**config.mk**
```make
export PLATFORM = sky130hd
export DESIGN_NAME = sdrc_top
export DESIGN_NICKNAME = d
export VERILOG_FILES = /design/src/rtl/sdrc_pkg.sv /design/src/rtl/sdrc_refresh_timer.sv /design/src/rtl/sdrc_read_pipe.sv /design/src/rtl/sdrc_seq.sv /design/src/rtl/sdrc_top.sv
export SDC_FILE = /design/constraint.sdc
export NUM_CORES = 1
export LEC_CHECK = 0
export ABC_AREA = 1
export BUFFER_PORTS_ARGS = -buffer_cell sky130_fd_sc_hd__buf_2
export CAP_MARGIN = 20
export CORE_MARGIN = 8
export CORE_UTILIZATION = 56
export CTS_BUF_LIST = sky130_fd_sc_hd__clkbuf_4 sky130_fd_sc_hd__clkbuf_8 sky130_fd_sc_hd__clkbuf_16
export CTS_CLUSTER_DIAMETER = 50
export DETAILED_ROUTE_END_ITERATION = 6
export PLACE_DENSITY = 0.85
export SYNTH_ARGS = -nofsm -noshare
export SYNTH_HDL_FRONTEND = slang
export SYNTH_HIERARCHICAL = 1
export SYNTH_SLANG_ARGS = --single-unit
```
**constraint.sdc**
```tcl
create_clock -name clk -period 4.74 [get_ports clk]
set_clock_uncertainty 0.15 [all_clocks]
set_input_delay 0.948 -clock clk [delete_from_list [all_inputs] [get_ports clk]]
set_output_delay 0.948 -clock clk [all_outputs]
set_load 0.005 [all_outputs]
```
**src/rtl/sdrc_pkg.sv**
```systemverilog
package sdrc_pkg;

  typedef enum logic [3:0] {
    CMD_MRS = 4'b0000,
    CMD_REF = 4'b0001,
    CMD_PRE = 4'b0010,
    CMD_ACT = 4'b0011,
    CMD_WR  = 4'b0100,
    CMD_RD  = 4'b0101,
    CMD_NOP = 4'b0111
  } sd_cmd_e;

  typedef enum logic [2:0] {
    ST_POWERUP,
    ST_PREALL,
    ST_INITREF,
    ST_MRS,
    ST_IDLE,
    ST_RW,
    ST_WAIT
  } seq_st_e;

  function automatic int ceil_cyc(input int t_ns, input int tck_ns);
    return (t_ns + tck_ns - 1) / tck_ns;
  endfunction

  function automatic int imax(input int a, input int b);
    return (a > b) ? a : b;
  endfunction

  // counter load for a command-to-command distance of n cycles through ST_WAIT
  function automatic int wait_load(input int n);
    return (n < 2) ? 0 : n - 2;
  endfunction

endpackage

```
**src/rtl/sdrc_refresh_timer.sv**
```systemverilog
module sdrc_refresh_timer #(
  parameter int REFI_CYC = 1560
) (
  input  logic clk,
  input  logic rst_n,
  input  logic run,
  input  logic ack,
  output logic pending
);
  localparam int W = $clog2(REFI_CYC + 1);
  localparam logic [W-1:0] LAST = W'(REFI_CYC - 1);

  logic [W-1:0] tick_q;
  logic         wrap;

  assign wrap = run && (tick_q == LAST);

  always_ff @(posedge clk or negedge rst_n) begin
    if (!rst_n) begin
      tick_q  <= '0;
      pending <= 1'b0;
    end else begin
      if (run) tick_q <= wrap ? '0 : tick_q + 1'b1;
      if (wrap)     pending <= 1'b1;
      else if (ack) pending <= 1'b0;
    end
  end
endmodule

```
**src/rtl/sdrc_read_pipe.sv**
```systemverilog
module sdrc_read_pipe #(
  parameter int CAS_LAT = 3,
  parameter int DQ_W    = 64
) (
  input  logic            clk,
  input  logic            rst_n,
  input  logic            rd_issue,
  input  logic [DQ_W-1:0] dq_in,
  output logic            rd_valid,
  output logic [DQ_W-1:0] rd_data
);
  logic [CAS_LAT-1:0] flight_q;

  always_ff @(posedge clk or negedge rst_n) begin
    if (!rst_n) begin
      flight_q <= '0;
      rd_valid <= 1'b0;
      rd_data  <= '0;
    end else begin
      flight_q <= {flight_q[CAS_LAT-2:0], rd_issue};
      rd_valid <= flight_q[CAS_LAT-1];
      if (flight_q[CAS_LAT-1]) rd_data <= dq_in;
    end
  end
endmodule

```
**src/rtl/sdrc_seq.sv**
```systemverilog
module sdrc_seq
  import sdrc_pkg::*;
#(
  parameter int BA_W      = 2,
  parameter int ROW_W     = 13,
  parameter int COL_W     = 9,
  parameter int DQ_W      = 64,
  parameter int CAS_LAT   = 3,
  parameter int INIT_CYC  = 40000,
  parameter int INIT_REFS = 8,
  parameter int TRCD_C    = 4,
  parameter int TRP_C     = 4,
  parameter int TRFC_C    = 12,
  parameter int TMRD_C    = 2,
  parameter int GAP_RD_C  = 13,
  parameter int GAP_WR_C  = 13,
  localparam int ADDR_W   = BA_W + ROW_W + COL_W,
  localparam int BE_W     = DQ_W / 8
) (
  input  logic              clk,
  input  logic              rst_n,
  input  logic              req_valid,
  output logic              req_ready,
  input  logic              req_write,
  input  logic [ADDR_W-1:0] req_addr,
  input  logic [DQ_W-1:0]   req_wdata,
  input  logic [BE_W-1:0]   req_wbe,
  input  logic              ref_pending,
  output logic              ref_ack,
  output logic              init_done,
  output sd_cmd_e           cmd,
  output logic [BA_W-1:0]   ba,
  output logic [ROW_W-1:0]  a,
  output logic [BE_W-1:0]   dqm,
  output logic [DQ_W-1:0]   dq_out,
  output logic              dq_oe
);
  localparam int AP_BIT = 10;
  localparam int CNT_W  = $clog2(imax(INIT_CYC, 64) + 1);
  localparam int REF_W  = $clog2(INIT_REFS + 1);
  localparam logic [ROW_W-1:0] MODE_WORD = ROW_W'(CAS_LAT << 4);
  localparam logic [ROW_W-1:0] AP_MASK   = ROW_W'(1) << AP_BIT;

  seq_st_e            state_q, ret_q;
  logic [CNT_W-1:0]   cnt_q;
  logic [REF_W-1:0]   refs_left_q;
  logic               lat_write_q;
  logic [BA_W-1:0]    lat_ba_q;
  logic [COL_W-1:0]   lat_col_q;
  logic [DQ_W-1:0]    lat_data_q;
  logic [BE_W-1:0]    lat_be_q;

  logic [BA_W-1:0]    in_ba;
  logic [ROW_W-1:0]   in_row;
  logic [COL_W-1:0]   in_col;

  assign in_ba     = req_addr[ADDR_W-1 -: BA_W];
  assign in_row    = req_addr[COL_W +: ROW_W];
  assign in_col    = req_addr[COL_W-1:0];
  assign req_ready = (state_q == ST_IDLE) && !ref_pending;
  assign ref_ack   = (state_q == ST_IDLE) && ref_pending;

  always_ff @(posedge clk or negedge rst_n) begin
    if (!rst_n) begin
      state_q     <= ST_POWERUP;
      ret_q       <= ST_IDLE;
      cnt_q       <= CNT_W'(INIT_CYC - 1);
      refs_left_q <= '0;
      init_done   <= 1'b0;
      cmd         <= CMD_NOP;
      ba          <= '0;
      a           <= '0;
      dqm         <= '1;
      dq_out      <= '0;
      dq_oe       <= 1'b0;
      lat_write_q <= 1'b0;
      lat_ba_q    <= '0;
      lat_col_q   <= '0;
      lat_data_q  <= '0;
      lat_be_q    <= '0;
    end else begin
      cmd   <= CMD_NOP;
      dq_oe <= 1'b0;
      dqm   <= init_done ? '0 : '1;
      unique case (state_q)
        ST_POWERUP: begin
          if (cnt_q == '0) state_q <= ST_PREALL;
          else             cnt_q   <= cnt_q - 1'b1;
        end
        ST_PREALL: begin
          cmd         <= CMD_PRE;
          a           <= AP_MASK;
          refs_left_q <= REF_W'(INIT_REFS);
          cnt_q       <= CNT_W'(wait_load(TRP_C));
          ret_q       <= ST_INITREF;
          state_q     <= ST_WAIT;
        end
        ST_INITREF: begin
          cmd         <= CMD_REF;
          refs_left_q <= refs_left_q - 1'b1;
          cnt_q       <= CNT_W'(wait_load(TRFC_C));
          ret_q       <= (refs_left_q == REF_W'(1)) ? ST_MRS : ST_INITREF;
          state_q     <= ST_WAIT;
        end
        ST_MRS: begin
          cmd       <= CMD_MRS;
          a         <= MODE_WORD;
          ba        <= '0;
          init_done <= 1'b1;
          cnt_q     <= CNT_W'(wait_load(TMRD_C));
          ret_q     <= ST_IDLE;
          state_q   <= ST_WAIT;
        end
        ST_IDLE: begin
          if (ref_pending) begin
            cmd     <= CMD_REF;
            cnt_q   <= CNT_W'(wait_load(TRFC_C));
            ret_q   <= ST_IDLE;
            state_q <= ST_WAIT;
          end else if (req_valid) begin
            cmd         <= CMD_ACT;
            ba          <= in_ba;
            a           <= in_row;
            lat_write_q <= req_write;
            lat_ba_q    <= in_ba;
            lat_col_q   <= in_col;
            lat_data_q  <= req_wdata;
            lat_be_q    <= req_wbe;
            cnt_q       <= CNT_W'(wait_load(TRCD_C));
            ret_q       <= ST_RW;
            state_q     <= ST_WAIT;
          end
        end
        ST_RW: begin
          cmd     <= lat_write_q ? CMD_WR : CMD_RD;
          ba      <= lat_ba_q;
          a       <= ROW_W'(lat_col_q) | AP_MASK;
          ret_q   <= ST_IDLE;
          state_q <= ST_WAIT;
          if (lat_write_q) begin
            dq_oe  <= 1'b1;
            dq_out <= lat_data_q;
            dqm    <= ~lat_be_q;
            cnt_q  <= CNT_W'(wait_load(GAP_WR_C - TRCD_C));
          end else begin
            cnt_q  <= CNT_W'(wait_load(GAP_RD_C - TRCD_C));
          end
        end
        ST_WAIT: begin
          if (cnt_q == '0) state_q <= ret_q;
          else             cnt_q   <= cnt_q - 1'b1;
        end
        default: state_q <= ST_IDLE;
      endcase
    end
  end
endmodule

```
**src/rtl/sdrc_top.sv**
```systemverilog
module sdrc_top
  import sdrc_pkg::*;
#(
  parameter int TCK_NS    = 5,
  parameter int CAS_LAT   = 3,
  parameter int INIT_NS   = 200000,
  parameter int REFI_NS   = 7800,
  parameter int TRCD_NS   = 20,
  parameter int TRP_NS    = 20,
  parameter int TRAS_NS   = 45,
  parameter int TRC_NS    = 60,
  parameter int TRFC_NS   = 60,
  parameter int TWR_NS    = 15,
  parameter int TDAL_MIN  = 5,
  parameter int INIT_REFS = 8
) (
  input  logic        clk,
  input  logic        rst_n,
  input  logic        req_valid,
  output logic        req_ready,
  input  logic        req_write,
  input  logic [23:0] req_addr,
  input  logic [63:0] req_wdata,
  input  logic [7:0]  req_wbe,
  output logic        rd_valid,
  output logic [63:0] rd_data,
  output logic        sd_cke,
  output logic        sd_cs_n,
  output logic        sd_ras_n,
  output logic        sd_cas_n,
  output logic        sd_we_n,
  output logic [1:0]  sd_ba,
  output logic [12:0] sd_a,
  output logic [7:0]  sd_dqm,
  output logic [63:0] sd_dq_out,
  output logic        sd_dq_oe,
  input  logic [63:0] sd_dq_in
);
  localparam int INIT_CYC = ceil_cyc(INIT_NS, TCK_NS);
  localparam int REFI_CYC = REFI_NS / TCK_NS;
  localparam int TRCD_C   = ceil_cyc(TRCD_NS, TCK_NS);
  localparam int TRP_C    = ceil_cyc(TRP_NS, TCK_NS);
  localparam int TRAS_C   = ceil_cyc(TRAS_NS, TCK_NS);
  localparam int TRC_C    = ceil_cyc(TRC_NS, TCK_NS);
  localparam int TRFC_C   = ceil_cyc(TRFC_NS, TCK_NS);
  localparam int TWR_C    = ceil_cyc(TWR_NS, TCK_NS);
  localparam int TDAL_C   = imax(TDAL_MIN, TWR_C + TRP_C);
  localparam int CLOSE_C  = imax(TRC_C, TRAS_C + TRP_C);
  localparam int GAP_RD_C = imax(CLOSE_C, TRCD_C + 1 + TRP_C);
  localparam int GAP_WR_C = imax(CLOSE_C, TRCD_C + TDAL_C);
  localparam int GAP_MIN  = (GAP_RD_C < GAP_WR_C) ? GAP_RD_C : GAP_WR_C;

  sd_cmd_e cmd;
  logic    ref_pending, ref_ack, init_done;

  assign sd_cke = 1'b1;
  assign {sd_cs_n, sd_ras_n, sd_cas_n, sd_we_n} = cmd;

  sdrc_refresh_timer #(.REFI_CYC(REFI_CYC)) refresh_i (
    .clk(clk), .rst_n(rst_n), .run(init_done), .ack(ref_ack), .pending(ref_pending)
  );

  sdrc_seq #(
    .BA_W(2), .ROW_W(13), .COL_W(9), .DQ_W(64), .CAS_LAT(CAS_LAT),
    .INIT_CYC(INIT_CYC), .INIT_REFS(INIT_REFS), .TRCD_C(TRCD_C), .TRP_C(TRP_C),
    .TRFC_C(TRFC_C), .TMRD_C(2), .GAP_RD_C(GAP_RD_C), .GAP_WR_C(GAP_WR_C)
  ) seq_i (
    .clk(clk), .rst_n(rst_n),
    .req_valid(req_valid), .req_ready(req_ready), .req_write(req_write),
    .req_addr(req_addr), .req_wdata(req_wdata), .req_wbe(req_wbe),
    .ref_pending(ref_pending), .ref_ack(ref_ack), .init_done(init_done),
    .cmd(cmd), .ba(sd_ba), .a(sd_a), .dqm(sd_dqm),
    .dq_out(sd_dq_out), .dq_oe(sd_dq_oe)
  );

  sdrc_read_pipe #(.CAS_LAT(CAS_LAT), .DQ_W(64)) rdpipe_i (
    .clk(clk), .rst_n(rst_n), .rd_issue(cmd == CMD_RD),
    .dq_in(sd_dq_in), .rd_valid(rd_valid), .rd_data(rd_data)
  );
endmodule

```
# Word-level counts from Yosys, hierarchy flattened
# Cells that the tools add are included.
# word_totals
wordCells	95
mem_count	0
output_inout_bits	159
regBits	283
latchBits	0
romBits	0
mem_bits_rw	0
# classes
n_eq_ne	15
reduce_logical	22
mux	32
n_bitwise	2
magnitude_cmp	0
shifts	0
multipliers	0
addsub	3
div	0
# ops
op	n
$pmux 16 s6	1
$pmux 13 s4	1
$mux 16	3
$mux 13	2
$mux 8	3
$pmux 3 s4	2
$mux 3	7
$pmux 4 s5	1
$logic_not 16->1	1
$sub 16x1->16 const B	1
$reduce_and 3->1	5
$add 11x1->11 const B	1
$eq 11x11->1 const B	1
$mux 11	1
$eq 3x3->1 const B	3
$not 8->8	1
$pmux 4 s2	1
$reduce_bool 4->1	2
$eq 3x2->1 const B	2
$mux 1	6
$ne 2x2->1 const B	3
$pmux 2 s3	1
$reduce_bool 6->1	1
$eq 4x1->1 const B	1
other kinds (16)	23

# Depth between registers and ports, before layout
# Gate-level depths: netlist of run 1.
# logic_depth
word_depth	4
depth_mapped	10

# By module
# Netlist of run 1, hierarchy kept.
# by_module_without_submodules
module	area_per_inst_um2	n_inst	cells_per_inst
sdrc_seq	8316.7	1	927
sdrc_read_pipe	2546.2	1	274
sdrc_refresh_timer	666.9	1	79
sdrc_top	32.5	1	7

# Least setup slack after synthesis of run 1
# OpenSTA, ideal clock, no wires.
# synth_timing
kind	register to output
from	register seq_i.state_q[0]
to	output port req_ready
n_path_buf	1
path_stages_with_launch	7
required_ps	3642
arrival_ps	1098
slack_ps	2544
cell_sequence	dfrtp_1 > inv_2 > nand2_1 > nor2_4 > nand2_2 > inv_2 > clkbuf_1
# synth_between
elab_chain_cells	2
# synth_lines
element	line_no	text
start, declared	sdrc_seq.sv:44	seq_st_e state_q, ret_q;
start signal, assigned	sdrc_seq.sv:150	if (cnt_q == '0) state_q <= ret_q;
$eq 3x3->1	sdrc_seq.sv:60	assign req_ready = (state_q == ST_IDLE) && !ref_pending;
$logic_and 1x1->1	sdrc_seq.sv:60	
end, declared	sdrc_top.sv:20	output logic req_ready,
# Every way passes these cells.

# Worst setup path in the final report of run 1
# Ends and elaborated chain as after synthesis.

==> results of run 1 <==
## stage by stage
stage	instances	hold slack [ns]	power, mW
2_1_floorplan	1287	0.1812	5.950
3_3_place_gp	1829	0.1855	7.049
3_5_place_dp	1829	0.1887	7.244
4_1_cts	1887	0.2014	9.840
5_1_grt	1896	0.2044	10.52
6_report	1896	0.1991	9.807
## cell type report
class / instances / area [sq um] / share of cell area (%)
flip-flops and latches: 282 / 7086 / 49.26
multi-input cells: 823 / 3632 / 25.25
repair buffers: 329 / 1729 / 12.02
clock buffers: 41 / 900.9 / 6.263
inverters: 127 / 476.7 / 3.314
well taps: 270 / 337.8 / 2.348
clock inverters: 17 / 205.2 / 1.426
diodes: 7 / 17.52 / 0.1218
## power by group
part	switching [mW]	total, mW	internal (mW)
sequential	0.568	4.08	3.51
combinational	2.01	3.21	1.20
clock	0.967	2.52	1.55
total	3.55	9.81	6.26
## final timing paths
path,slack [ns],start,to,cells after the start
max,1.53,seq_i/state_q[0],req_ready,6
min,0.20,rdpipe_i/flight_q[0],rdpipe_i/flight_q[1],0
max reg2reg,1.98,seq_i/state_q[0],seq_i/lat_data_q[28],9
min reg2reg,0.20,rdpipe_i/flight_q[0],rdpipe_i/flight_q[1],0
max in group asynchronous,3.11,rst_n,seq_i/dqm[3],2
min in group asynchronous,0.29,rst_n,seq_i/dq_out[34],1
## sequential cells by signal, summed over array words and instances, names as in the netlist, 4 cells and up
register           cells
rdpipe_i/rd_data      64
seq_i/dq_out          64
seq_i/lat_data_q      64
seq_i/cnt_q           16
seq_i/a               13
refresh_i/tick_q      11
seq_i/lat_col_q        9
seq_i/dqm              8
seq_i/lat_be_q         8
seq_i/refs_left_q      4
## cell families after synthesis
kind of cell | count (synthesis) | synth area share (%)
buf+inv | 182 | 7.402
simple gates | 620 | 21.78
compound gates | 193 | 8.744
flops | 282 | 61.27
other cells | 2 | 0.06495
fa+ha+maj | 4 | 0.4329
xor+xnor | 4 | 0.3030
## cells in the final DEF, fill, tap and decap left out, types with 3 or more instances in the layout
| master | n |
|---|---|
| nor2_4 | 5 |
| ha_1 | 4 |
| nand2_4 | 4 |
| nand2_1 | 429 |
| a21oi_1 | 83 |
| buf_4 | 5 |
| clkinvlp_4 | 5 |
| inv_2 | 7 |
| inv_1 | 118 |
| nand3_1 | 52 |
| clkinv_2 | 6 |
| a22o_1 | 7 |
| diode_2 | 7 |
| nor2_1 | 109 |
| or2_2 | 3 |
| dfrtp_1 | 259 |
| clkbuf_16 | 31 |
| nor3_1 | 4 |
| dfstp_2 | 22 |
| o21ai_1 | 16 |
| buf_2 | 319 |
| nand2_2 | 4 |
| bufinv_16 | 4 |
| clkbuf_8 | 8 |
| o21ai_0 | 81 |
| xor2_1 | 4 |
| buf_12 | 4 |
## per-layer routing
| metal | wire (um) | up-vias | track usage [%] |
|---|---|---|---|
| met3 | 2469 | 70 | 5.681 |
| li1 | - | 4620 | - |
| met1 | 12090 | 4628 | 28.62 |
| met4 | 1051 | 2 | 10.46 |
| met2 | 15950 | 437 | 41.64 |
| met5 | 13 | - | 0 |
==> results.yml, run 1 <==
drt:
  dr.pass1.iters: 7
  wl_per_cell_um: 16.65
  ant_nets: 0
  via_count: 9757
  drt_wl_total_mm: 31.57
  drc_errors: 0
  drt-vias-per-instance: 5.146
  drt_iter0_drc: 861
logic_synthesis:
  ys_types: 38
  syn_area_sq_um: 11560
  netlist_instances: 1287
  ys_seq_elements: 282
  synth.most_common_cell: "nand2_1"
  netlist_top_cells_count: "429 x nand2_1, 260 x dfrtp_1, 118 x inv_1"
  synth_edf_count: 0
  synth_nets: 1455
  synth_area_leader_cell: "dfrtp_1"
  syn_area_per_cell_sq_um: 8.984
  dominantRegCellSynth: "dfrtp_1"
  synth_top_area_share_pct: 56.27
  ys_seq_area_share_pct: 61.27
  ys.warnings.count: 6
  synthTopCellsByArea: "dfrtp_1 56%, nand2_1 14%, dfstp_2 5.0%"
  synthArstFlopShare_pct: 100.0
cts:
  ctsHoldBuffers: 0
  cts_tree: "yes"
  cts_htree_levels: 1
  cts_buffer_depth: 3
  cts_root_buf: "clkbuf_16"
  path_clk_slew_ns: 0.05
  insertion_delay_ns: 0.56
  cts.repair.resized: 0
  cts_inserted_buffers: 31
  clkSinkCount: 282
  cts_setup_buffers: 0
power:
  power_density_nw_per_um2: 681.7
  power_leakage_nw: 7.928
  vdd_ir_drop_max_v: 0.0003644
final_layout:
  fillers: 1448
  layout-drive-gt1-share_pct: 27.18
  syn_to_final_growth_pct: 24.41
  fin_util_pct: 71.09
  final_nets: 1762
  stdcell_area_sq_um: 14390
critical_path:
  critical_path.top_delay_family: "buffers and inverters"
  required_ns: 3.64
  cpMostUsedCell: "inv_2"
  crit_arrival_ns: 2.11
  worstSetupStartpointType: "flip-flop"
  max_stage_delay_ns: 0.42
  critPathMaxFanout: 23
  cp_cell_sequence: "inv_2 -> nand2_1 -> nor2_4 -> nand2_2 -> inv_2 -> buf_2"
  critical_path_class: "flip-flop to output pin"
  cp-end-kind: "output pin"
  crit_path_top_delay_cell: "dfrtp_1"
  worst-path-buf-inv: 3
sta:
  fin_crit_ns: 3.205
  slew_headroom_pct: 39.76
  setup_viol: 0
  fin_crit_sh_pct: 67.62
  finalMaxSlewViolations: 0
  finalHoldViolCount: 0
  fmaxAchievable_mhz: 312.0
  worst_slack_ns: 1.535
  timing.setup.tns_ns: 0
  worst-slew-pin-transition_ns: 0.9037
  rsz0062_at_grt: "false"
floorplan:
  coreArea_sq_um: 20230
  dieArea_sq_um: 25500
  ios: 323
  die_y_um: 159.7
  row_count: 52
  die_x_um: 159.7
  initial_utilization_pct: 57.14
status:
  status: "complete, no violations"
place:
  pre_cts_ws_ns: 2.022
  hpwl_mm: 21.58
  dpl_cell_area_sq_um: 13220
  io_buffers: 320
  place.gp.congestion: 0.8697
global_route:
  antenna_found_initial: 8
  grt_pass1_vias: 9926
  gr-total-overflow: 0
  grt_pass1_wl_mm: 50.79
  grt_max_degree: 130
  grt_usage_pct: 24.21
hold_path:
  min_path_type: "flip-flop to flip-flop"
flow_run:
  maxCapViolCount: 0
Power figures use the tool's default switching activity.
==> run 2: changes to the inputs <==
- CORE_UTILIZATION: 56 -> 52
- PLACE_DENSITY: 0.85 -> 0.8
- clock period: 4.74 -> 3.1 ns (I/O delays scaled with it)
==> run 2 against run 1 <==
Hold slack worse by 0.19 ns. Total power grew 53%. Sequential power rose by 52%. Routed wire length shrank 2.6%. Final area is 0.53% higher. Critical path depth stayed put. Die area grew 6.9%. First-iteration DRC count shrank 11%. Clock power increased by 58%. Via count is 2.2% lower. Critical path type unchanged. Largest cell class unchanged.
==> results.yml, run 2 (same netlist as run 1, synthesis figures left out) <==
status:
  status: "complete, no violations"
drt:
  drt-met1-wl_mm: 11.87
  dr.pass1.iters: 5
  wl_met3_mm: 2.444
  drc_errors: 0
  drt_wl_total_mm: 30.77
  wl_per_cell_um: 16.14
  drt-vias-per-instance: 5.008
  drt_iter0_drc: 770
  dr_wl_met2_mm: 15.55
  via_count: 9545
  ant_nets: 0
  top_layer_used: "met4"
critical_path:
  r2r_start: "seq_i/state_q[0]"
  worstSetupStartpointType: "flip-flop"
  ff2ff_setup_slack_ns: 0.54
  required_ns: 2.33
  critical_path_class: "flip-flop to output pin"
  critPathCapture: "req_ready"
  ff2ff_path_depth: 8
  cp-end-kind: "output pin"
  critPathLaunch: "seq_i/state_q[0]"
  critPathMaxFanout: 23
  r2r-end: "seq_i/a[7]"
  crit_arrival_ns: 2.04
cts:
  cts_setup_buffers: 0
  cts_tree: "yes"
  cts_inserted_buffers: 34
  cts.repair.resized: 0
  insertion_delay_ns: 0.49
  cts_htree_levels: 2
  cts_buffer_depth: 3
  clkSinkCount: 282
  ctsHoldBuffers: 0
  cts_root_buf: "clkbuf_16"
  path_clk_slew_ns: 0.06
final_layout:
  fillers: 1697
  final_nets: 1769
  layout_commonest_cell: "nand2_1"
  top_regs: "rdpipe_i/rd_data: 64 flops, seq_i/dq_out: 64 flops, seq_i/lat_data_q: 64 flops"
  syn_to_final_growth_pct: 25.07
  fin_util_pct: 66.27
  antenna_cells: 0
  layout-drive-gt1-share_pct: 27.49
  final_cell_mix: "429 x nand2_1, 319 x buf_2, 259 x dfrtp_1"
place:
  io_buffers: 320
  place.gp.congestion: 0.8853
  hpwl_mm: 21.77
floorplan:
  die_x_um: 165.1
  initial_utilization_pct: 52.98
  coreArea_sq_um: 21820
  row_count: 54
  ios: 323
  dieArea_sq_um: 27260
  die_y_um: 165.1
hold_path:
  min_path_type: "input pin to asynchronous set/reset pin"
global_route:
  antenna_found_initial: 0
  grt_usage_pct: 21.94
  grt_max_degree: 131
  grt_pass1_wl_mm: 48.13
  grt_pass1_vias: 9693
  gr-total-overflow: 0
sta:
  rsz0062_at_grt: "false"
  finalMaxSlewViolations: 0
  fin_crit_ns: 2.811
  fin_crit_sh_pct: 90.69
  finalHoldViolCount: 0
  timing.setup.tns_ns: 0
  slew_headroom_pct: 31.16
  setup_viol: 0
  fmaxAchievable_mhz: 355.7
  worst-slew-pin-transition_ns: 1.031
flow_run:
  maxCapViolCount: 0
power:
  vdd_ir_drop_max_v: 0.0007055
  power_density_nw_per_um2: 1038
  power_leakage_nw: 7.987
==> run 2: stage by stage <==
| stage | cell area, sq um | cells | total power [mW] | setup slack [ns] | hold WS, ns |
|---|---|---|---|---|---|
| after floorplan | 11560 | 1287 | 9.098 | 1.232 | 0.1744 |
| after global placement | 13320 | 1845 | 10.80 | 0.5992 | 0.1850 |
| after detailed placement | 13320 | 1845 | 11.08 | 0.5730 | 0.1869 |
| after CTS | 14460 | 1906 | 15.16 | 0.2761 | 0.05200 |
| after global routing | 14460 | 1906 | 16.11 | 0.1453 | 0.09442 |
| final | 14460 | 1906 | 15.01 | 0.2885 | 0.005217 |
==> run 2: worst min-delay path by stage <==
stage                         start              endpoint  cells after the start
2_1_floorplan                 rst_n  rdpipe_i/flight_q[0]                      0
3_3_place_gp   rdpipe_i/flight_q[1]  rdpipe_i/flight_q[2]                      0
3_5_place_dp   rdpipe_i/flight_q[1]  rdpipe_i/flight_q[2]                      0
4_1_cts                       rst_n  seq_i/lat_data_q[33]                      1
5_1_grt                       rst_n  seq_i/lat_data_q[34]                      1
6_report                      rst_n  seq_i/lat_data_q[34]                      1
==> run 2: worst max-delay path, cell delays in order (launching register included) <==
cell and delay (ns):
dfrtp_1 0.43, inv_2 0.12, nand2_1 0.09, nor2_4 0.29, nand2_2 0.10, inv_2 0.33, buf_2 0.19
==> run 2: layout make-up <==
| type | instances | area [sq um] | area share (%) |
|---|---|---|---|
| Timing Repair Buffer | 333 | 1772 | 12.25 |
| Tap cell | 280 | 350.3 | 2.423 |
| Clock inverter | 18 | 190.2 | 1.315 |
| Sequential cell | 282 | 7086 | 49.00 |
| Multi-Input combinational cell | 823 | 3632 | 25.12 |
| Inverter | 127 | 476.7 | 3.296 |
| Clock buffer | 43 | 954.7 | 6.601 |
==> run 2: where the power goes <==
group / total [mW] / switching, mW / internal (mW) / leakage, nW
Combinational: 4.84 / 3.01 / 1.83 / 4.03
Sequential: 6.20 / 0.833 / 5.37 / 3.39
Clock: 3.97 / 1.51 / 2.45 / 0.575
Total: 15.0 / 5.36 / 9.66 / 7.99
==> run 2: per-layer routing <==
metal	track usage (%)	vias up
met4	7.576	0
met2	38.44	347
met3	5.107	60
li1	-	4636
met5	0	-
met1	26.08	4502
==> run 3: changes to the inputs <==
--- a/config.mk
+++ b/config.mk
@@ -7,4 +7,5 @@
 export LEC_CHECK = 0
 export ABC_AREA = 1
+export ABC_CLOCK_PERIOD_IN_PS = 3100
 export BUFFER_PORTS_ARGS = -buffer_cell sky130_fd_sc_hd__buf_2
 export CAP_MARGIN = 20
==> constraint.sdc (replaced) <==
create_clock -name clk -period 3.1 [get_ports clk]
set_clock_uncertainty 0.15 [all_clocks]
set_input_delay 0.31 -clock clk [delete_from_list [all_inputs] [get_ports clk]]
set_output_delay 0.31 -clock clk [all_outputs]
set_load 0.005 [all_outputs]
==> run 3 against run 2 <==
Non-clock buffer count increased by 162. Largest power group unchanged. Combinational power is 8.3% higher. Core utilization is 6.7 points higher. Largest cell class unchanged. Critical endpoint unchanged. Register-to-register slack improved by 0.23 ns.
==> results.yml, run 3 (same netlist as run 1, synthesis figures left out) <==
final_layout:
  multi_input_area_sq_um: 3632
  seqCellArea_sq_um: 7086
  syn_to_final_growth_pct: 37.65
  stdcell_area_sq_um: 15920
  layout-drive-gt1-share_pct: 24.71
  layout_commonest_cell: "nand2_1"
  final_cell_mix: "429 x nand2_1, 319 x buf_2, 259 x dfrtp_1"
  top_regs: "rdpipe_i/rd_data: 64 flops, seq_i/dq_out: 64 flops, seq_i/lat_data_q: 64 flops"
  fillers: 1388
  final_nets: 1927
critical_path:
  worst-path-buf-inv: 4
  crit_arrival_ns: 2.11
  ff2ff_path_depth: 6
  cpMostUsedCell: "inv_2"
  max_stage_delay_ns: 0.46
  required_ns: 2.64
  worstSetupStartpointType: "flip-flop"
  cp-end-kind: "output pin"
  crit_path_top_delay_cell: "dfrtp_1"
  cp.depth: 7
  critPathMaxFanout: 22
  cp_cell_sequence: "inv_2 -> nand2_1 -> nor2_4 -> nand2_2 -> inv_2 -> buf_4 -> buf_2"
  critical_path.top_delay_family: "buffers and inverters"
  critical_path_class: "flip-flop to output pin"
cts:
  cts_buffer_depth: 3
  cts_root_buf: "clkbuf_16"
  path_clk_slew_ns: 0.06
  cts_htree_levels: 1
  clkSinkCount: 282
  insertion_delay_ns: 0.55
  cts_setup_buffers: 0
  cts_tree: "yes"
  cts_inserted_buffers: 30
  ctsHoldBuffers: 162
  cts.repair.resized: 0
place:
  dpl_cell_area_sq_um: 13300
  place.gp.congestion: 0.8498
  hpwl_mm: 21.66
  io_buffers: 320
floorplan:
  coreArea_sq_um: 21820
  dieArea_sq_um: 27260
  ios: 323
  initial_utilization_pct: 52.98
  die_y_um: 165.1
  die_x_um: 165.1
  row_count: 54
status:
  status: "complete, no violations"
drt:
  drt_iter0_drc: 967
  ant_nets: 0
  drt-vias-per-instance: 5.151
  drc_errors: 0
  via_count: 10630
  dr.pass1.iters: 7
  drt_wl_total_mm: 36.18
  wl_per_cell_um: 17.54
sta:
  fmaxAchievable_mhz: 388.4
  finalMaxSlewViolations: 0
  rsz0062_at_grt: "false"
  finalHoldViolCount: 0
  setup_viol: 0
  fin_crit_ns: 2.575
  worst-slew-pin-transition_ns: 0.6861
  fin_crit_sh_pct: 83.05
  slew_headroom_pct: 54.26
  timing.setup.tns_ns: 0
global_route:
  grt_pass1_wl_mm: 56.41
  grt_usage_pct: 25.88
  grt_use_met1_pct: 28.50
  busiest_layer: "met2"
  antenna_found_initial: 2
  grt_pass1_vias: 11120
  grt_max_degree: 86
  gr-total-overflow: 0
  use_met2_pct: 45.31
  use_met3_pct: 5.949
power:
  vdd_ir_drop_max_v: 0.0005893
  power.total_mw: 15.01
  power_leakage_nw: 8.577
  power_density_nw_per_um2: 942.8
hold_path:
  min_path_type: "input pin to flip-flop"
  holdPathStages: 3
flow_run:
  maxCapViolCount: 0
-- run 3: cell count changes in the layout (fill, tap and decap cells not counted), moves of 2 or more --
cell / delta
diode_2: +2
dlygate4sd3_1: +162
clkinv_2: -5
clkbuf_4: +5
clkbuf_16: -5
bufinv_16: -2
-- run 3: path summary, 6_finish.rpt --
| kind | slack [ns] | end | startpoint |
|---|---|---|---|
| hold / removal | 0.12 | seq_i/lat_col_q[8] | req_valid |
| min in group asynchronous | 0.18 | seq_i/lat_data_q[13] | rst_n |
| setup / recovery | 0.53 | req_ready | seq_i/state_q[1] |
| hold reg to reg | 0.20 | rdpipe_i/flight_q[1] | rdpipe_i/flight_q[0] |
| max in group asynchronous | 1.69 | rdpipe_i/rd_valid | rst_n |
| setup reg to reg | 0.77 | seq_i/dq_out[14] | seq_i/state_q[1] |
-- run 3: tightest hold or removal path, delay by kind of cell --
family / cells / cell delay (ns)
buffers and inverters: 1 / 0.26
AND/OR/NAND/NOR: 2 / 0.20
-- run 3: report_power, final --
group | total, mW | switching (mW) | leakage (nW) | internal [mW]
clock | 3.49 | 1.46 | 0.486 | 2.02
combinational | 5.24 | 3.23 | 4.70 | 2.01
sequential | 6.28 | 0.910 | 3.39 | 5.37
-- run 3: stage by stage --
step,worst slack [ns],instances,hold slack [ns],utilization (%)
4_1_cts,0.5317,2060,0.07786,72.81
5_1_grt,0.3525,2063,0.1321,72.93
3_3_place_gp,0.9102,1844,0.1857,60.93
3_5_place_dp,0.8437,1844,0.1854,60.93
2_1_floorplan,1.355,1287,-0.1356,-
6_report,0.5253,2063,0.1179,72.93
-- run 3: metal layers --
layer,wire length [um],part of all wire (%)
met1,12650,35
met2,18450,51
met3,2981,8.2
met4,2090,5.8
met5,0,0
-- run 3: final cells by class --
| cell class | instances | share of cell area, % |
|---|---|---|
| flip-flops and latches | 282 | 44.52 |
| inverters | 127 | 2.995 |
| clock buffers | 42 | 5.362 |
| multi-input cells | 823 | 22.82 |
| repair buffers | 495 | 21.32 |
| well taps | 280 | 2.201 |
| diodes | 2 | 0.03145 |
| clock inverters | 12 | 0.7469 |
